<file path="config.mk">
export PLATFORM = sky130hd
export DESIGN_NAME = codec_slot_regif
export DESIGN_NICKNAME = d
export VERILOG_FILES = /design/src/rtl/cslot_pkg.sv /design/src/rtl/cslot_decode.sv /design/src/rtl/cslot_issue.sv /design/src/rtl/cslot_flags.sv /design/src/rtl/codec_slot_regif.sv
export SDC_FILE = /design/constraint.sdc
export NUM_CORES = 1
export LEC_CHECK = 0
export ABC_AREA = 1
export BUFFER_PORTS_ARGS = -buffer_cell sky130_fd_sc_hd__clkbuf_2
export CAP_MARGIN = 20
export CELL_PAD_IN_SITES_DETAIL_PLACEMENT = 0
export CELL_PAD_IN_SITES_GLOBAL_PLACEMENT = 1
export CORE_ASPECT_RATIO = 0.6
export CORE_MARGIN = 5
export CORE_UTILIZATION = 43
export DETAILED_ROUTE_END_ITERATION = 16
export HOLD_SLACK_MARGIN = 0.15
export PLACE_DENSITY = 0.91
export SYNTH_ARGS = -nofsm -noshare
export SYNTH_HDL_FRONTEND = slang
export SYNTH_SLANG_ARGS = --single-unit
</file>
<file path="constraint.sdc">
create_clock -name clk -period 8.12 [get_ports clk]
set_input_delay 0.812 -clock clk [delete_from_list [all_inputs] [get_ports clk]]
set_output_delay 0.812 -clock clk [all_outputs]
set_load 0.01 [all_outputs]
</file>
<file path="src/rtl/cslot_pkg.sv">
package cslot_pkg;

  // Register word addresses
  localparam int ADR_S1TX  = 0;
  localparam int ADR_S1RX  = 1;
  localparam int ADR_S2TX  = 2;
  localparam int ADR_S2RX  = 3;
  localparam int ADR_FLAGS = 4;

  // Flag register bit positions
  localparam int F_S1_BUSY  = 0;
  localparam int F_S1_VALID = 1;
  localparam int F_S1_EMPTY = 2;
  localparam int F_S2_BUSY  = 3;
  localparam int F_S2_VALID = 4;
  localparam int F_S2_EMPTY = 5;
  localparam int F_TX_EMPTY = 6;
  localparam int FLAG_W     = 7;

endpackage

</file>
<file path="src/rtl/cslot_decode.sv">
module cslot_decode #(
  parameter int SLOT_W  = 20,
  parameter int IDX_W   = 7,
  parameter int VAL_W   = 16,
  parameter int RW_BIT  = 19,
  parameter int IDX_LSB = 12,
  parameter int DAT_LSB = 4
) (
  input  logic [SLOT_W-1:0] s1_word,
  input  logic [SLOT_W-1:0] s2_word,
  output logic              rnw,
  output logic [IDX_W-1:0]  idx,
  output logic [VAL_W-1:0]  val
);

  // Direction select and register index from the slot-1 word
  assign rnw = s1_word[RW_BIT];
  assign idx = s1_word[IDX_LSB +: IDX_W];

  // Command value from the slot-2 word
  assign val = s2_word[DAT_LSB +: VAL_W];

  logic unused_bits;
  assign unused_bits = ^{s1_word[IDX_LSB-1:0], s2_word[DAT_LSB-1:0]};

endmodule

</file>
<file path="src/rtl/cslot_issue.sv">
module cslot_issue #(
  parameter int SLOT_W  = 20,
  parameter int IDX_W   = 7,
  parameter int VAL_W   = 16,
  parameter int RW_BIT  = 19,
  parameter int IDX_LSB = 12,
  parameter int DAT_LSB = 4
) (
  input  logic              clk,
  input  logic              rst_n,
  input  logic              wr_s1,
  input  logic [SLOT_W-1:0] wr_word,
  input  logic [SLOT_W-1:0] s1_reg,
  input  logic [SLOT_W-1:0] s2_reg,
  input  logic              cmd_done,
  output logic              cmd_req,
  output logic              cmd_rnw,
  output logic [IDX_W-1:0]  cmd_idx,
  output logic [VAL_W-1:0]  cmd_val,
  output logic [SLOT_W-1:0] cmd_word,
  output logic              launch,
  output logic              launch_rnw,
  output logic              finish,
  output logic              defer_q
);

  logic              pend_q, pend_d;
  logic              defer_d;
  logic              rnw_q;
  logic [IDX_W-1:0]  idx_q;
  logic [VAL_W-1:0]  val_q;
  logic [SLOT_W-1:0] word_q;

  logic [SLOT_W-1:0] src_word;
  logic              rnw_n;
  logic [IDX_W-1:0]  idx_n;
  logic [VAL_W-1:0]  val_n;

  // A fresh bus write takes priority over a held-back one
  assign src_word = wr_s1 ? wr_word : s1_reg;

  cslot_decode #(
    .SLOT_W(SLOT_W), .IDX_W(IDX_W), .VAL_W(VAL_W),
    .RW_BIT(RW_BIT), .IDX_LSB(IDX_LSB), .DAT_LSB(DAT_LSB)
  ) u_dec (
    .s1_word(src_word),
    .s2_word(s2_reg),
    .rnw    (rnw_n),
    .idx    (idx_n),
    .val    (val_n)
  );

  assign launch     = !pend_q && (wr_s1 || defer_q);
  assign launch_rnw = rnw_n;
  assign finish     = pend_q && cmd_done;

  always_comb begin
    pend_d  = pend_q;
    defer_d = defer_q;
    if (launch) begin
      pend_d  = 1'b1;
      defer_d = 1'b0;
    end else begin
      if (finish)           pend_d  = 1'b0;
      if (wr_s1 && pend_q)  defer_d = 1'b1;
    end
  end

  always_ff @(posedge clk or negedge rst_n) begin
    if (!rst_n) begin
      pend_q  <= 1'b0;
      defer_q <= 1'b0;
    end else begin
      pend_q  <= pend_d;
      defer_q <= defer_d;
    end
  end

  // Command fields are loaded only on launch
  always_ff @(posedge clk or negedge rst_n) begin
    if (!rst_n) begin
      rnw_q  <= 1'b0;
      idx_q  <= '0;
      val_q  <= '0;
      word_q <= '0;
    end else if (launch) begin
      rnw_q  <= rnw_n;
      idx_q  <= idx_n;
      val_q  <= val_n;
      word_q <= src_word;
    end
  end

  assign cmd_req  = pend_q;
  assign cmd_rnw  = rnw_q;
  assign cmd_idx  = idx_q;
  assign cmd_val  = val_q;
  assign cmd_word = word_q;

  // the request and its fields hold until the codec completes it
  p_req_hold_r11: assert property (@(posedge clk) disable iff (!rst_n)
    (cmd_req && !cmd_done) |=> (cmd_req && $stable(cmd_idx) &&
                                $stable(cmd_rnw) && $stable(cmd_val)));

  // a held-back slot-1 write is launched in the second cycle after completion
  p_defer_issue_r11: assert property (@(posedge clk) disable iff (!rst_n)
    (cmd_req && cmd_done && (defer_q || wr_s1)) |=> ##1 cmd_req);

endmodule

</file>
<file path="src/rtl/cslot_flags.sv">
module cslot_flags
  import cslot_pkg::*;
(
  input  logic              clk,
  input  logic              rst_n,
  input  logic              wr_s1,
  input  logic              wr_s2,
  input  logic [1:0]        rd_rx,
  input  logic              launch,
  input  logic              launch_rnw,
  input  logic              finish,
  input  logic              finish_rnw,
  input  logic              defer_q,
  output logic [FLAG_W-1:0] flags
);

  logic [1:0] busy_q, busy_d;
  logic [1:0] valid_q, valid_d;
  logic       e1_q, e1_d;
  logic       e2_q, e2_d;

  // Both receive slots share one busy/valid protocol
  for (genvar g = 0; g < 2; g++) begin : g_rx
    always_comb begin
      busy_d[g] = busy_q[g];
      if (launch && launch_rnw) busy_d[g] = 1'b1;
      else if (finish)          busy_d[g] = 1'b0;

      valid_d[g] = valid_q[g];
      if (finish && finish_rnw) valid_d[g] = 1'b1;
      else if (rd_rx[g])        valid_d[g] = 1'b0;
    end
  end

  always_comb begin
    e1_d = e1_q;
    if (wr_s1)                  e1_d = 1'b0;
    else if (finish && !defer_q) e1_d = 1'b1;

    e2_d = e2_q;
    if (wr_s2)       e2_d = 1'b0;
    else if (finish) e2_d = 1'b1;
  end

  always_ff @(posedge clk or negedge rst_n) begin
    if (!rst_n) begin
      busy_q  <= '0;
      valid_q <= '0;
      e1_q    <= 1'b1;
      e2_q    <= 1'b1;
    end else begin
      busy_q  <= busy_d;
      valid_q <= valid_d;
      e1_q    <= e1_d;
      e2_q    <= e2_d;
    end
  end

  always_comb begin
    flags             = '0;
    flags[F_S1_BUSY]  = busy_q[0];
    flags[F_S1_VALID] = valid_q[0];
    flags[F_S1_EMPTY] = e1_q;
    flags[F_S2_BUSY]  = busy_q[1];
    flags[F_S2_VALID] = valid_q[1];
    flags[F_S2_EMPTY] = e2_q;
    flags[F_TX_EMPTY] = e1_q && e2_q;
  end

endmodule

</file>
<file path="src/rtl/codec_slot_regif.sv">
module codec_slot_regif
  import cslot_pkg::*;
#(
  parameter int BUS_W   = 32,
  parameter int ADDR_W  = 3,
  parameter int SLOT_W  = 20,
  parameter int IDX_W   = 7,
  parameter int VAL_W   = 16,
  parameter int RW_BIT  = 19,
  parameter int IDX_LSB = 12,
  parameter int DAT_LSB = 4
) (
  input  logic              clk,
  input  logic              rst_n,
  input  logic              bus_wr,
  input  logic              bus_rd,
  input  logic [ADDR_W-1:0] bus_addr,
  input  logic [BUS_W-1:0]  bus_wdata,
  output logic [BUS_W-1:0]  bus_rdata,
  output logic              cmd_req,
  output logic              cmd_rnw,
  output logic [IDX_W-1:0]  cmd_index,
  output logic [VAL_W-1:0]  cmd_wdata,
  input  logic              cmd_done,
  input  logic [VAL_W-1:0]  cmd_rdata
);

  localparam logic [SLOT_W-1:0] RW_MASK = SLOT_W'(1) << RW_BIT;

  // Asynchronous assert, synchronous release
  logic rst_meta, rst_n_s;
  always_ff @(posedge clk or negedge rst_n) begin
    if (!rst_n) begin
      rst_meta <= 1'b0;
      rst_n_s  <= 1'b0;
    end else begin
      rst_meta <= 1'b1;
      rst_n_s  <= rst_meta;
    end
  end

  logic wr_s1, wr_s2;
  logic [1:0] rd_rx;
  assign wr_s1    = bus_wr && (bus_addr == ADDR_W'(ADR_S1TX));
  assign wr_s2    = bus_wr && (bus_addr == ADDR_W'(ADR_S2TX));
  assign rd_rx[0] = bus_rd && (bus_addr == ADDR_W'(ADR_S1RX));
  assign rd_rx[1] = bus_rd && (bus_addr == ADDR_W'(ADR_S2RX));

  logic [SLOT_W-1:0] s1tx_q, s1tx_d, s2tx_q, s2tx_d;
  logic [SLOT_W-1:0] rx1_q, rx1_d, rx2_q, rx2_d;
  logic [SLOT_W-1:0] cmd_word;
  logic              launch, launch_rnw, finish, defer_q;
  logic [FLAG_W-1:0] flags;

  cslot_issue #(
    .SLOT_W(SLOT_W), .IDX_W(IDX_W), .VAL_W(VAL_W),
    .RW_BIT(RW_BIT), .IDX_LSB(IDX_LSB), .DAT_LSB(DAT_LSB)
  ) u_issue (
    .clk       (clk),
    .rst_n     (rst_n_s),
    .wr_s1     (wr_s1),
    .wr_word   (bus_wdata[SLOT_W-1:0]),
    .s1_reg    (s1tx_q),
    .s2_reg    (s2tx_q),
    .cmd_done  (cmd_done),
    .cmd_req   (cmd_req),
    .cmd_rnw   (cmd_rnw),
    .cmd_idx   (cmd_index),
    .cmd_val   (cmd_wdata),
    .cmd_word  (cmd_word),
    .launch    (launch),
    .launch_rnw(launch_rnw),
    .finish    (finish),
    .defer_q   (defer_q)
  );

  cslot_flags u_flags (
    .clk       (clk),
    .rst_n     (rst_n_s),
    .wr_s1     (wr_s1),
    .wr_s2     (wr_s2),
    .rd_rx     (rd_rx),
    .launch    (launch),
    .launch_rnw(launch_rnw),
    .finish    (finish),
    .finish_rnw(cmd_rnw),
    .defer_q   (defer_q),
    .flags     (flags)
  );

  always_comb begin
    s1tx_d = wr_s1 ? bus_wdata[SLOT_W-1:0] : s1tx_q;
    s2tx_d = wr_s2 ? bus_wdata[SLOT_W-1:0] : s2tx_q;
    rx1_d  = rx1_q;
    rx2_d  = rx2_q;
    if (finish && cmd_rnw) begin
      rx1_d = cmd_word & ~RW_MASK;
      rx2_d = SLOT_W'(cmd_rdata) << DAT_LSB;
    end
  end

  always_ff @(posedge clk or negedge rst_n_s) begin
    if (!rst_n_s) begin
      s1tx_q <= '0;
      s2tx_q <= '0;
      rx1_q  <= '0;
      rx2_q  <= '0;
    end else begin
      s1tx_q <= s1tx_d;
      s2tx_q <= s2tx_d;
      rx1_q  <= rx1_d;
      rx2_q  <= rx2_d;
    end
  end

  always_comb begin
    case (bus_addr)
      ADDR_W'(ADR_S1TX):  bus_rdata = BUS_W'(s1tx_q);
      ADDR_W'(ADR_S1RX):  bus_rdata = BUS_W'(rx1_q);
      ADDR_W'(ADR_S2TX):  bus_rdata = BUS_W'(s2tx_q);
      ADDR_W'(ADR_S2RX):  bus_rdata = BUS_W'(rx2_q);
      ADDR_W'(ADR_FLAGS): bus_rdata = BUS_W'(flags);
      default:            bus_rdata = '0;
    endcase
  end

  logic unused_wdata;
  assign unused_wdata = ^bus_wdata[BUS_W-1:SLOT_W];

  // a slot-1 write on an idle port drives direction and index out
  p_launch_fields_r3: assert property (@(posedge clk) disable iff (!rst_n_s)
    (wr_s1 && !cmd_req) |=> (cmd_req &&
      cmd_rnw == $past(bus_wdata[RW_BIT]) &&
      cmd_index == $past(bus_wdata[IDX_LSB +: IDX_W])));

  // an outstanding read always shows both busy flags
  p_busy_held_r8: assert property (@(posedge clk) disable iff (!rst_n_s)
    (cmd_req && cmd_rnw) |-> (flags[F_S1_BUSY] && flags[F_S2_BUSY]));

  // read completion swaps busy for valid
  p_read_done_r8: assert property (@(posedge clk) disable iff (!rst_n_s)
    (cmd_req && cmd_rnw && cmd_done) |=>
      (flags[F_S1_VALID] && flags[F_S2_VALID] &&
       !flags[F_S1_BUSY] && !flags[F_S2_BUSY]));

  // reading the slot-1 receive register drops its valid flag
  p_valid_clear_r9: assert property (@(posedge clk) disable iff (!rst_n_s)
    (rd_rx[0] && !(cmd_req && cmd_done && cmd_rnw)) |=> !flags[F_S1_VALID]);

  // write completion leaves the receive registers alone
  p_write_keeps_rx_r10: assert property (@(posedge clk) disable iff (!rst_n_s)
    (cmd_req && !cmd_rnw && cmd_done) |=> ($stable(rx1_q) && $stable(rx2_q)));

endmodule

</file>
==> impl_metrics.env, run 1 <==
export IMPL_max_slew_margin_rel_pct=40.3
export IMPL_initial_utilization_pct=44.2
export IMPL_final_area_um2=6440
export IMPL_timing_fmax_mhz=302
export IMPL_gr_usage_met2_pct=33.3
export IMPL_slowest_stage="nor3_4"
export IMPL_path_clk_slew_ps=50
export IMPL_cts_setup_buffers=0
export IMPL_grt_pass1_vias=4653
export IMPL_grt_pass1_wl_um=24200
export IMPL_power_density_nw_per_um2=305
export IMPL_startpoint_type="input pin"
export IMPL_htree_levels=4
export IMPL_avgRoutedWirePerCell_um=16.5
export IMPL_fill_cells=1160
export IMPL_synth_cell_types=20
export IMPL_io_pins=113
export IMPL_dieWidth_um=154
export IMPL_pwr_share_clk_pct=40.2
export IMPL_timing_critical_path_buf_inv=4
export IMPL_area_growth_pct=19.9
export IMPL_grtUsageMet1_pct=28.8
export IMPL_routabilityCongestion=0.845
export IMPL_yosysSeqAreaShare_pct=56.0
export IMPL_swShare_pct=28.8
export IMPL_antenna_found_initial=0
export IMPL_antenna_cells=0
export IMPL_synth_area_um2=5370
export IMPL_drive_gt1_share_pct=18.5
export IMPL_wirelength_um=15000
export IMPL_status="completed"
export IMPL_maxSlewViolCount=0
export IMPL_multiInputGateArea_um2=2040
export IMPL_syn_inst=658
export IMPL_final_nets=783
export IMPL_placedInstanceArea_um2=5800
export IMPL_worstSetupPathType="input pin to output port"
export IMPL_grt_max_degree=82
export IMPL_worstPathCellList="clkbuf_2 > inv_2 > nor3_4 > buf_4 > nand2_1 > nand4_1 > clkbuf_2"
export IMPL_grt_usage_pct=21.0
export IMPL_finalSetupViolations=0
export IMPL_hold_viol_final=0
export IMPL_worstHoldPathType="input pin to async pin"
export IMPL_cts_buffers=17
export IMPL_dpl_hpwl_um=9880
export IMPL_cts_hold_buf=0
export IMPL_holdWs_ps=171
export IMPL_drtIter0Drc=334
export IMPL_p_int_w=0.00140
export IMPL_port_buffers=88
export IMPL_cts_resized=0
export IMPL_synth_area_per_cell_um2=8.16
export IMPL_grt_overflow_total=0
export IMPL_p_leak_nw=3.56
export IMPL_numClockSinks=120
export IMPL_combPwrFrac_pct=16.0
export IMPL_use_met3_pct=4.76
export IMPL_slowest_delay_ps=410
export IMPL_yosysWarnings=0
export IMPL_crit_required_ps=7310
export IMPL_cts_tree="built"
export IMPL_critPathMaxFanout=31
export IMPL_clockBufferDepth=2
export IMPL_critPathCaptureType="output port"
export IMPL_dr_pass1_iters=5
export IMPL_cp_common_cell="clkbuf_2"
export IMPL_drv_cap=0
export IMPL_clock_latency_ps=420
export IMPL_vias=4707
export IMPL_viasPerCell=5.21
export IMPL_p_seq_share_pct=43.8
export IMPL_utilization_pct=53.0
export IMPL_arrival_ps=2500
export IMPL_coreArea_um2=12100
export IMPL_die_h_um=96.6
export IMPL_busiest_layer="met2"
export IMPL_rsz0062_at_grt="no"
export IMPL_p_switching_w=0.000566
export IMPL_cts_root_buf="clkbuf_16"
export IMPL_ant_nets=0
export IMPL_tightest_slew_ps=896
export IMPL_finalWorstPathRequiredPeriod_ps=3310
export IMPL_synth_seq_cells=120
export IMPL_drc=0
export IMPL_fin_worst_skew_ps=8.43
export IMPL_core_rowCount=31
export IMPL_die_area_um2=14900
export IMPL_timing_setup_tns_ps=0
export IMPL_period_share_pct=40.8
export IMPL_placedCellCount=872
export IMPL_regArea_um2=3010
export IMPL_ir_drop_v=0.000152
export IMPL_fin_cells=904
export IMPL_path_delay_family="buffers and inverters"
## layer usage
layer	routed length, um	share of wire [%]	up-vias
met5	0	0	-
met4	207	1.4	0
met3	1120	7.5	23
met2	6920	46	160
met1	6700	45	2305
li1	-	-	2219
## flip-flops by register name, indices dropped and copies added (netlist names), 2 cells and up
signal,flops
s1tx_q,20
rx2_q,16
u_flags.valid_q,2
rx1_q,19
s2tx_q,20
u_issue.cmd_val,16
u_issue.cmd_word,18
## power groups by stage
stage	clock network [W]	logic, W	registers (W)
2_1_floorplan	0	0.000209	0.000854
3_3_place_gp	0	0.000306	0.000859
3_5_place_dp	0	0.000317	0.000868
4_1_cts	0.000799	0.000319	0.000860
5_1_grt	0.000826	0.000366	0.000881
6_report	0.000789	0.000315	0.000861
## metrics by stage
stage	total power, W	setup slack [ps]
2_1_floorplan	0.00106	4530
3_3_place_gp	0.00117	4890
3_5_place_dp	0.00118	4840
4_1_cts	0.00198	4850
5_1_grt	0.00207	4680
6_report	0.00197	4810
## cells by family after synthesis
| group | share of synthesized area [%] |
|---|---|
| simple gates | 36.0 |
| flops | 56.0 |
| other cells | 0.140 |
| compound gates | 0.839 |
| buf+inv | 7.08 |
## placed cells by master, fill, tap and decap left out
cell / n
a21oi_1: 4
and3_1: 1
buf_16: 1
buf_4: 7
bufinv_16: 4
clkbuf_1: 3
clkbuf_16: 17
clkbuf_2: 88
clkbuf_8: 2
clkinv_2: 4
clkinvlp_4: 1
conb_1: 13
dfrtp_1: 117
dfrtp_4: 1
dfstp_2: 2
inv_1: 10
inv_2: 4
nand2_1: 330
nand2_4: 2
nand3_1: 74
nand3_2: 1
nand4_1: 37
nor2_1: 8
nor2_2: 1
nor3_2: 1
nor3_4: 1
o21ai_0: 5
## cell usage after synthesis
cell | instances | area [um2]
nand2_1 | 330 | 1240
dfrtp_1 | 118 | 2950
nand3_1 | 74 | 370
nand4_1 | 37 | 231
buf_4 | 26 | 195
clkbuf_1 | 18 | 67.6
buf_2 | 13 | 65.1
inv_1 | 10 | 37.5
nor2_1 | 8 | 30.0
o21ai_0 | 5 | 25.0
a21oi_1 | 4 | 20.0
inv_2 | 4 | 15.0
conb_1 | 2 | 7.51
dfstp_2 | 2 | 52.6
nand2_4 | 2 | 22.5
and3_1 | 1 | 6.26
nand3_2 | 1 | 10.0
nor2_2 | 1 | 6.26
nor3_1 | 1 | 5.00
nor3_2 | 1 | 10.0
## area by class of cell
| type | count | area share [%] |
|---|---|---|
| Sequential cell | 120 | 46.8 |
| Multi-Input combinational cell | 478 | 31.6 |
| Timing Repair Buffer | 96 | 8.09 |
| Clock buffer | 22 | 7.21 |
| Tap cell | 165 | 3.21 |
| Clock inverter | 9 | 2.29 |
| Inverter | 14 | 0.816 |
## final timing paths
path                                        startpoint                endpoint  slack (ps)  depth (start not counted)
setup / recovery                           bus_addr[1]            bus_rdata[3]        4810                          7
hold / removal                                   rst_n       rst_n_s$_DFF_PN0_         170                          1
setup reg to reg           u_issue.cmd_req$_DFFE_PN0P_   rx1_q[15]$_DFFE_PN0P_        5800                          6
hold reg to reg                      rst_n_s$_DFF_PN0_     s1tx_q[6]$_DFF_PN0_         310                          0
max in group asynchronous            rst_n_s$_DFF_PN0_  s2tx_q[16]$_DFFE_PN0P_        6830                          2
min in group clk                    rst_meta$_DFF_PN0_       rst_n_s$_DFF_PN0_         350                          0
## worst reg2reg max path, delay by kind of cell, from the launching register on
family / cells / cell delay, ps
buf+inv: 2 / 930
flops: 1 / 410
simple gates: 4 / 870
Power figures use the tool's default switching activity.
==> inputs of run 2 (changes only) <==
--- a/config.mk
+++ b/config.mk
@@ -5,17 +5,17 @@
 export SDC_FILE = /design/constraint.sdc
 export NUM_CORES = 1
 export LEC_CHECK = 0
-export ABC_AREA = 1
+export ABC_AREA = 0
 export BUFFER_PORTS_ARGS = -buffer_cell sky130_fd_sc_hd__clkbuf_2
 export CAP_MARGIN = 20
 export CELL_PAD_IN_SITES_DETAIL_PLACEMENT = 0
 export CELL_PAD_IN_SITES_GLOBAL_PLACEMENT = 1
 export CORE_ASPECT_RATIO = 0.6
 export CORE_MARGIN = 5
-export CORE_UTILIZATION = 43
+export CORE_UTILIZATION = 44
 export DETAILED_ROUTE_END_ITERATION = 16
 export HOLD_SLACK_MARGIN = 0.15
-export PLACE_DENSITY = 0.91
+export PLACE_DENSITY = 0.86
 export SYNTH_ARGS = -nofsm -noshare
 export SYNTH_HDL_FRONTEND = slang
 export SYNTH_SLANG_ARGS = --single-unit
==> constraint.sdc (replaced) <==
create_clock -name clk -period 3.3 [get_ports clk]
set_input_delay 0.33 -clock clk [delete_from_list [all_inputs] [get_ports clk]]
set_output_delay 0.33 -clock clk [all_outputs]
set_load 0.01 [all_outputs]
==> run 2 against run 1 <==
  * Combinational power increased to 4.9 times the previous value
  * Worst setup slack lost 3900 ps
  * Hold slack got worse by 11 ps
  * Via count down 18%
  * Critical path depth down 1
  * Non-clock buffer count is 28 higher
  * Synthesized area is 5.7% higher
  * Power grew to 3.1 times the previous value
  * Core utilization up 2.7 points
  * Clock power rose to 2.6 times the previous value
  * Largest power group unchanged
==> impl_metrics.env, run 2 <==
export IMPL_status="completed"
export IMPL_grt_max_degree=61
export IMPL_numClockSinks=120
export IMPL_timing_setup_tns_ps=0
export IMPL_viasPerCell=5.27
export IMPL_antenna_cells=0
export IMPL_cts_setup_buffers=0
export IMPL_p_leak_nw=3.23
export IMPL_grt_overflow_total=0
export IMPL_die_area_um2=15300
export IMPL_vias=3858
export IMPL_fin_worst_skew_ps=7.87
export IMPL_synth_area_um2=5670
export IMPL_startpoint_type="input pin"
export IMPL_cts_hold_buf=20
export IMPL_hold_viol_final=0
export IMPL_grt_pass1_wl_um=22300
export IMPL_ant_nets=0
export IMPL_arrival_ps=2020
export IMPL_crit_required_ps=2970
export IMPL_worstSetupPathType="input pin to output port"
export IMPL_swShare_pct=28.5
export IMPL_cp_common_cell="clkbuf_2"
export IMPL_synth_common_cells="dfrtp_1, mux2_2, nand2_1"
export IMPL_wirelength_um=13900
export IMPL_dieWidth_um=157
export IMPL_met1_length_um=6140
export IMPL_rr_startpoint="u_issue.defer_q$_DFFE_PN0P_"
export IMPL_async_reset_ff_share_pct=100
export IMPL_dpl_hpwl_um=9110
export IMPL_fin_cells=732
export IMPL_drive_gt1_share_pct=44.1
export IMPL_antenna_found_initial=0
export IMPL_p_int_w=0.00430
export IMPL_drtIter0Drc=147
export IMPL_fill_cells=1085
export IMPL_final_nets=605
export IMPL_synth_most_common_cell="dfrtp_1"
export IMPL_clock_latency_ps=410
export IMPL_maxUsedRoutingLayer="met4"
export IMPL_timing_critical_path_buf_inv=3
export IMPL_wl_met2_um=6630
export IMPL_worstHoldPathType="input pin to flop"
export IMPL_top_regs="s1tx_q x20, s2tx_q x20, rx1_q x19"
export IMPL_synthFlopType="dfrtp_1"
export IMPL_critPathCaptureType="output port"
export IMPL_slowest_delay_ps=500
export IMPL_max_slew_margin_rel_pct=41.9
export IMPL_finalSetupViolations=0
export IMPL_drv_cap=0
export IMPL_dr_pass1_iters=5
export IMPL_port_buffers=88
export IMPL_pwr_share_clk_pct=33.7
export IMPL_final_cell_mix="dfrtp_1, clkbuf_2, mux2_2"
export IMPL_yosysWarnings=0
export IMPL_synthTopCellsByArea="dfrtp_1, mux2_2, mux4_2"
export IMPL_synth_edf_count=0
export IMPL_maxSlewViolCount=0
export IMPL_path_clk_slew_ps=60
export IMPL_clockBufferDepth=2
export IMPL_drc=0
export IMPL_worstHoldStart="cmd_rdata[6]"
export IMPL_path_delay_family="buffers and inverters"
export IMPL_synth_area_per_cell_um2=12.7
export IMPL_rsz0062_at_grt="no"
export IMPL_grt_usage_pct=18.9
export IMPL_core_rowCount=32
export IMPL_synth_cell_types=37
export IMPL_critPathMaxFanout=19
export IMPL_cts_tree="built"
export IMPL_cts_resized=0
export IMPL_htree_levels=4
export IMPL_p_seq_share_pct=40.6
export IMPL_area_growth_pct=25.1
export IMPL_timing_fmax_mhz=426
export IMPL_final_common_cell="dfrtp_1"
export IMPL_synth_top_area_share_pct=52.1
export IMPL_yosysSeqAreaShare_pct=53.0
export IMPL_finalWorstPathRequiredPeriod_ps=2350
export IMPL_io_pins=113
export IMPL_period_share_pct=71.2
export IMPL_combPwrFrac_pct=25.7
export IMPL_coreArea_um2=12700
export IMPL_worstPathCellList="clkbuf_2 > buf_4 > nor3b_1 > a21oi_1 > o31ai_1 > clkbuf_2"
export IMPL_slowest_stage="nor3b_1"
export IMPL_grt_pass1_vias=4104
export IMPL_placedCellCount=679
export IMPL_met3_length_um=1010
export IMPL_ir_drop_v=0.000487
export IMPL_avgRoutedWirePerCell_um=19.0
export IMPL_cts_root_buf="clkbuf_16"
export IMPL_yosysTopAreaCell="dfrtp_1"
export IMPL_routabilityCongestion=0.757
export IMPL_power_density_nw_per_um2=847
export IMPL_p_switching_w=0.00171
export IMPL_cts_buffers=17
export IMPL_syn_inst=445
export IMPL_die_h_um=98.0
export IMPL_startpoint="bus_addr[0]"
export IMPL_holdWs_ps=160
export IMPL_synth_seq_cells=120
export IMPL_placedInstanceArea_um2=6220
export IMPL_utilization_pct=55.7
export IMPL_final_area_um2=7090
export IMPL_tightest_slew_ps=869
export IMPL_initial_utilization_pct=44.6
[run 2: cell count changes in the layout (fill, tap and decap cells not counted), moves of 9 or more]
| cell | before | now |
|---|---|---|
| dlygate4sd3_1 | 0 | 20 |
| inv_1 | 10 | 1 |
| mux2_2 | 0 | 82 |
| mux2_4 | 0 | 10 |
| mux2i_1 | 0 | 9 |
| mux4_2 | 0 | 13 |
| nand2_1 | 330 | 65 |
| nand2b_1 | 0 | 21 |
| nand3_1 | 74 | 1 |
| nand4_1 | 37 | 0 |
| nor2b_1 | 0 | 13 |
| o22a_1 | 0 | 20 |
[run 2: final cells by class]
class,instances,area (um2),area share [%]
Clock buffer,18,429,6.05
Clock inverter,14,220,3.10
Inverter,1,3.75,0.0529
Multi-Input combinational cell,285,2430,34.2
Sequential cell,120,3010,42.4
Tap cell,170,213,3.00
Timing Repair Buffer,124,793,11.2
[run 2: worst paths after layout]
path	endpoint	cells past startpoint	slack, ps
worst max register to register	u_issue.cmd_val[15]$_DFFE_PN0N_	5	1450
max in group asynchronous	s2tx_q[1]$_DFFE_PN0P_	1	2080
worst min register to register	rst_n_s$_DFF_PN0_	0	360
worst max-delay path	bus_rdata[2]	6	950
min in group asynchronous	rst_n_s$_DFF_PN0_	2	240
worst min-delay path	rx2_q[10]$_DFFE_PN0P_	2	160
[run 2: cell families (layout without fill, tap and decap cells)]
group           Yosys count  after routing  share of synthesized area [%]
compound gates           44             44                           5.85
buf+inv                  51            157                           5.34
flops                   120            120                           53.0
mux                     114            114                           25.7
other cells               2             13                          0.132
simple gates            114            114                           10.0
[run 2: routing by layer]
metal	global-route usage, %	vias up
met1	25.8	1983
met5	0	-
met2	29.6	119
met4	5.53	0
met3	5.62	16
li1	-	1740
[run 2: through the flow]
| step | setup slack [ps] | power [W] |
|---|---|---|
| after detailed placement | 721 | 0.00398 |
| after floorplan | 1300 | 0.00348 |
| final | 952 | 0.00601 |
| after global placement | 782 | 0.00388 |
| after global routing | 835 | 0.00632 |
| after CTS | 924 | 0.00606 |
[run 2: power groups by stage]
stage	Sequential, W	Clock (W)	Combinational (W)
CTS	0.00243	0.00206	0.00156
floorplan	0.00238	0	0.00110
finish	0.00244	0.00203	0.00154
global route	0.00251	0.00213	0.00168
global placement	0.00241	0	0.00148
detailed placement	0.00245	0	0.00153
==> inputs of run 3 (changes only) <==
--- a/config.mk
+++ b/config.mk
@@ -12,10 +12,10 @@
 export CELL_PAD_IN_SITES_GLOBAL_PLACEMENT = 1
 export CORE_ASPECT_RATIO = 0.6
 export CORE_MARGIN = 5
-export CORE_UTILIZATION = 44
+export CORE_UTILIZATION = 40
 export DETAILED_ROUTE_END_ITERATION = 16
 export HOLD_SLACK_MARGIN = 0.15
-export PLACE_DENSITY = 0.86
+export PLACE_DENSITY = 0.82
 export SYNTH_ARGS = -nofsm -noshare
 export SYNTH_HDL_FRONTEND = slang
 export SYNTH_SLANG_ARGS = --single-unit
==> constraint.sdc (replaced) <==
create_clock -name clk -period 1.9 [get_ports clk]
set_input_delay 0.19 -clock clk [delete_from_list [all_inputs] [get_ports clk]]
set_output_delay 0.19 -clock clk [all_outputs]
set_load 0.01 [all_outputs]
==> run 3 against run 2 <==
  * Routed wire length grew 2.7%
  * Die area grew 9.1%
  * Critical path depth shrank 3
  * Flip-flop and latch count is the same
  * Highest routed layer unchanged
  * Combinational power grew 77%
  * Clock skew grew 1.6 ps
  * Critical endpoint is now bus_rdata[6]
  * Via count grew 2.6%
  * Largest cell class unchanged
  * Final area grew 4.0%
  * Largest power group unchanged
  * Sequential share of layout area shrank 1.6 points
==> impl_metrics.env, run 3 (synthesis gave the netlist of run 2 again) <==
export IMPL_hold_viol_final=0
export IMPL_path_clk_slew_ps=60
export IMPL_utilization_pct=53.5
export IMPL_worstHoldPathType="flop to async pin"
export IMPL_htree_levels=4
export IMPL_critPathCaptureType="output port"
export IMPL_maxSlewViolCount=0
export IMPL_worstPathCellList="mux4_2 > mux2_2 > clkbuf_2"
export IMPL_routabilityCongestion=0.776
export IMPL_die_area_um2=16700
export IMPL_coreArea_um2=13800
export IMPL_busiest_layer="met2"
export IMPL_fin_worst_skew_ps=9.48
export IMPL_multiInputGateArea_um2=2430
export IMPL_initial_utilization_pct=41.1
export IMPL_antenna_found_initial=0
export IMPL_dr_pass1_iters=4
export IMPL_grt_usage_pct=18.1
export IMPL_cts_root_buf="clkbuf_16"
export IMPL_rsz0062_at_grt="no"
export IMPL_critPathMaxFanout=3
export IMPL_final_common_cell="dfrtp_1"
export IMPL_drtIter0Drc=161
export IMPL_grt_pass1_wl_um=23100
export IMPL_final_cell_mix="dfrtp_1, clkbuf_2, mux2_2"
export IMPL_timing_fmax_mhz=539
export IMPL_arrival_ps=1670
export IMPL_viasPerCell=5.07
export IMPL_worstSetupPathType="flop to output port"
export IMPL_fill_cells=1192
export IMPL_ant_nets=0
export IMPL_dieWidth_um=164
export IMPL_status="completed"
export IMPL_timing_setup_tns_ps=0
export IMPL_drv_cap=0
export IMPL_top_regs="s1tx_q x20, s2tx_q x20, rx1_q x19"
export IMPL_p_leak_nw=3.33
export IMPL_drc=0
export IMPL_grt_max_degree=36
export IMPL_timing_critical_path_buf_inv=1
export IMPL_clockBufferDepth=2
export IMPL_finalWorstPathRequiredPeriod_ps=1860
export IMPL_crit_required_ps=1710
export IMPL_grt_pass1_vias=4265
export IMPL_placedCellCount=708
export IMPL_numClockSinks=120
export IMPL_wirelength_um=14300
export IMPL_drive_gt1_share_pct=43.4
export IMPL_final_area_um2=7380
export IMPL_cts_buffers=17
export IMPL_grtUsageMet1_pct=24.5
export IMPL_grt_overflow_total=0
export IMPL_gr_usage_met2_pct=28.5
export IMPL_regArea_um2=3010
export IMPL_use_met3_pct=6.05
export IMPL_clock_latency_ps=420
export IMPL_fin_cells=780
export IMPL_period_share_pct=97.7
export IMPL_area_growth_pct=30.0
export IMPL_vias=3957
export IMPL_port_buffers=88
export IMPL_path_delay_family="multiplexers"
export IMPL_core_rowCount=33
export IMPL_ir_drop_v=0.000703
export IMPL_placedInstanceArea_um2=6360
export IMPL_final_nets=631
export IMPL_finalSetupViolations=0
export IMPL_avgRoutedWirePerCell_um=18.3
export IMPL_antenna_cells=0
export IMPL_dpl_hpwl_um=9460
export IMPL_ff2ff_path_depth=4
export IMPL_slowest_delay_ps=450
export IMPL_io_pins=113
export IMPL_die_h_um=102
export IMPL_slowest_stage="mux4_2"
export IMPL_startpoint_type="flop"
export IMPL_dp_slack_ps=139
export IMPL_path_depth=3
export IMPL_cts_tree="built"
export IMPL_cts_setup_buffers=0
export IMPL_power_density_nw_per_um2=1400
export IMPL_fin_ws_ps=44.2
[run 3: power by group]
group | leakage [nW] | internal [W] | switching [W] | total, W
registers | 1.43 | 0.00358 | 0.000646 | 0.00422
logic | 1.61 | 0.00160 | 0.00113 | 0.00273
clock network | 0.293 | 0.00209 | 0.00127 | 0.00335
[run 3: area by class of cell]
cell class                      count  share of cell area, %
Inverter                            1                 0.0509
Clock buffer                       17                   5.77
Clock inverter                     15                   2.58
Sequential cell                   120                   40.8
Tap cell                          192                   3.26
Timing Repair Buffer              150                   14.7
Multi-Input combinational cell    285                   32.9
[run 3: per-stage QoR]
stage | hold slack, ps | power (W)
CTS | 293 | 0.0104
global route | 332 | 0.0109
detailed placement | -21.5 | 0.00695
finish | 274 | 0.0103
floorplan | -106 | 0.00604
global placement | -22.8 | 0.00679
[run 3: final timing paths]
kind / slack, ps / endpoint / start
worst max-delay path: 40 / bus_rdata[6] / s2tx_q[6]$_DFFE_PN0P_
worst min-delay path: 270 / u_issue.cmd_val[12]$_DFFE_PN0N_ / rst_n_s$_DFF_PN0_
worst max register to register: 480 / u_issue.cmd_val[1]$_DFFE_PN0N_ / u_issue.cmd_req$_DFFE_PN0P_
worst min register to register: 270 / u_issue.cmd_val[12]$_DFFE_PN0N_ / rst_n_s$_DFF_PN0_
max in group asynchronous: 950 / rx2_q[13]$_DFFE_PN0P_ / rst_n_s$_DFF_PN0_
min in group clk: 300 / u_flags.valid_q[1]$_DFFE_PN0P_ / bus_addr[2]
[run 3: what timing repair did]
item	4_1_cts	5_1_grt
resized for setup	0	0
hold buffers	40	0
hold endpoints to repair	64	0
[run 3: routing by layer]
| layer | part of all wire [%] | up-vias |
|---|---|---|
| met5 | 0 | - |
| met4 | 1.0 | 0 |
| met2 | 46 | 114 |
| li1 | - | 1798 |
| met1 | 45 | 2030 |
| met3 | 7.2 | 15 |
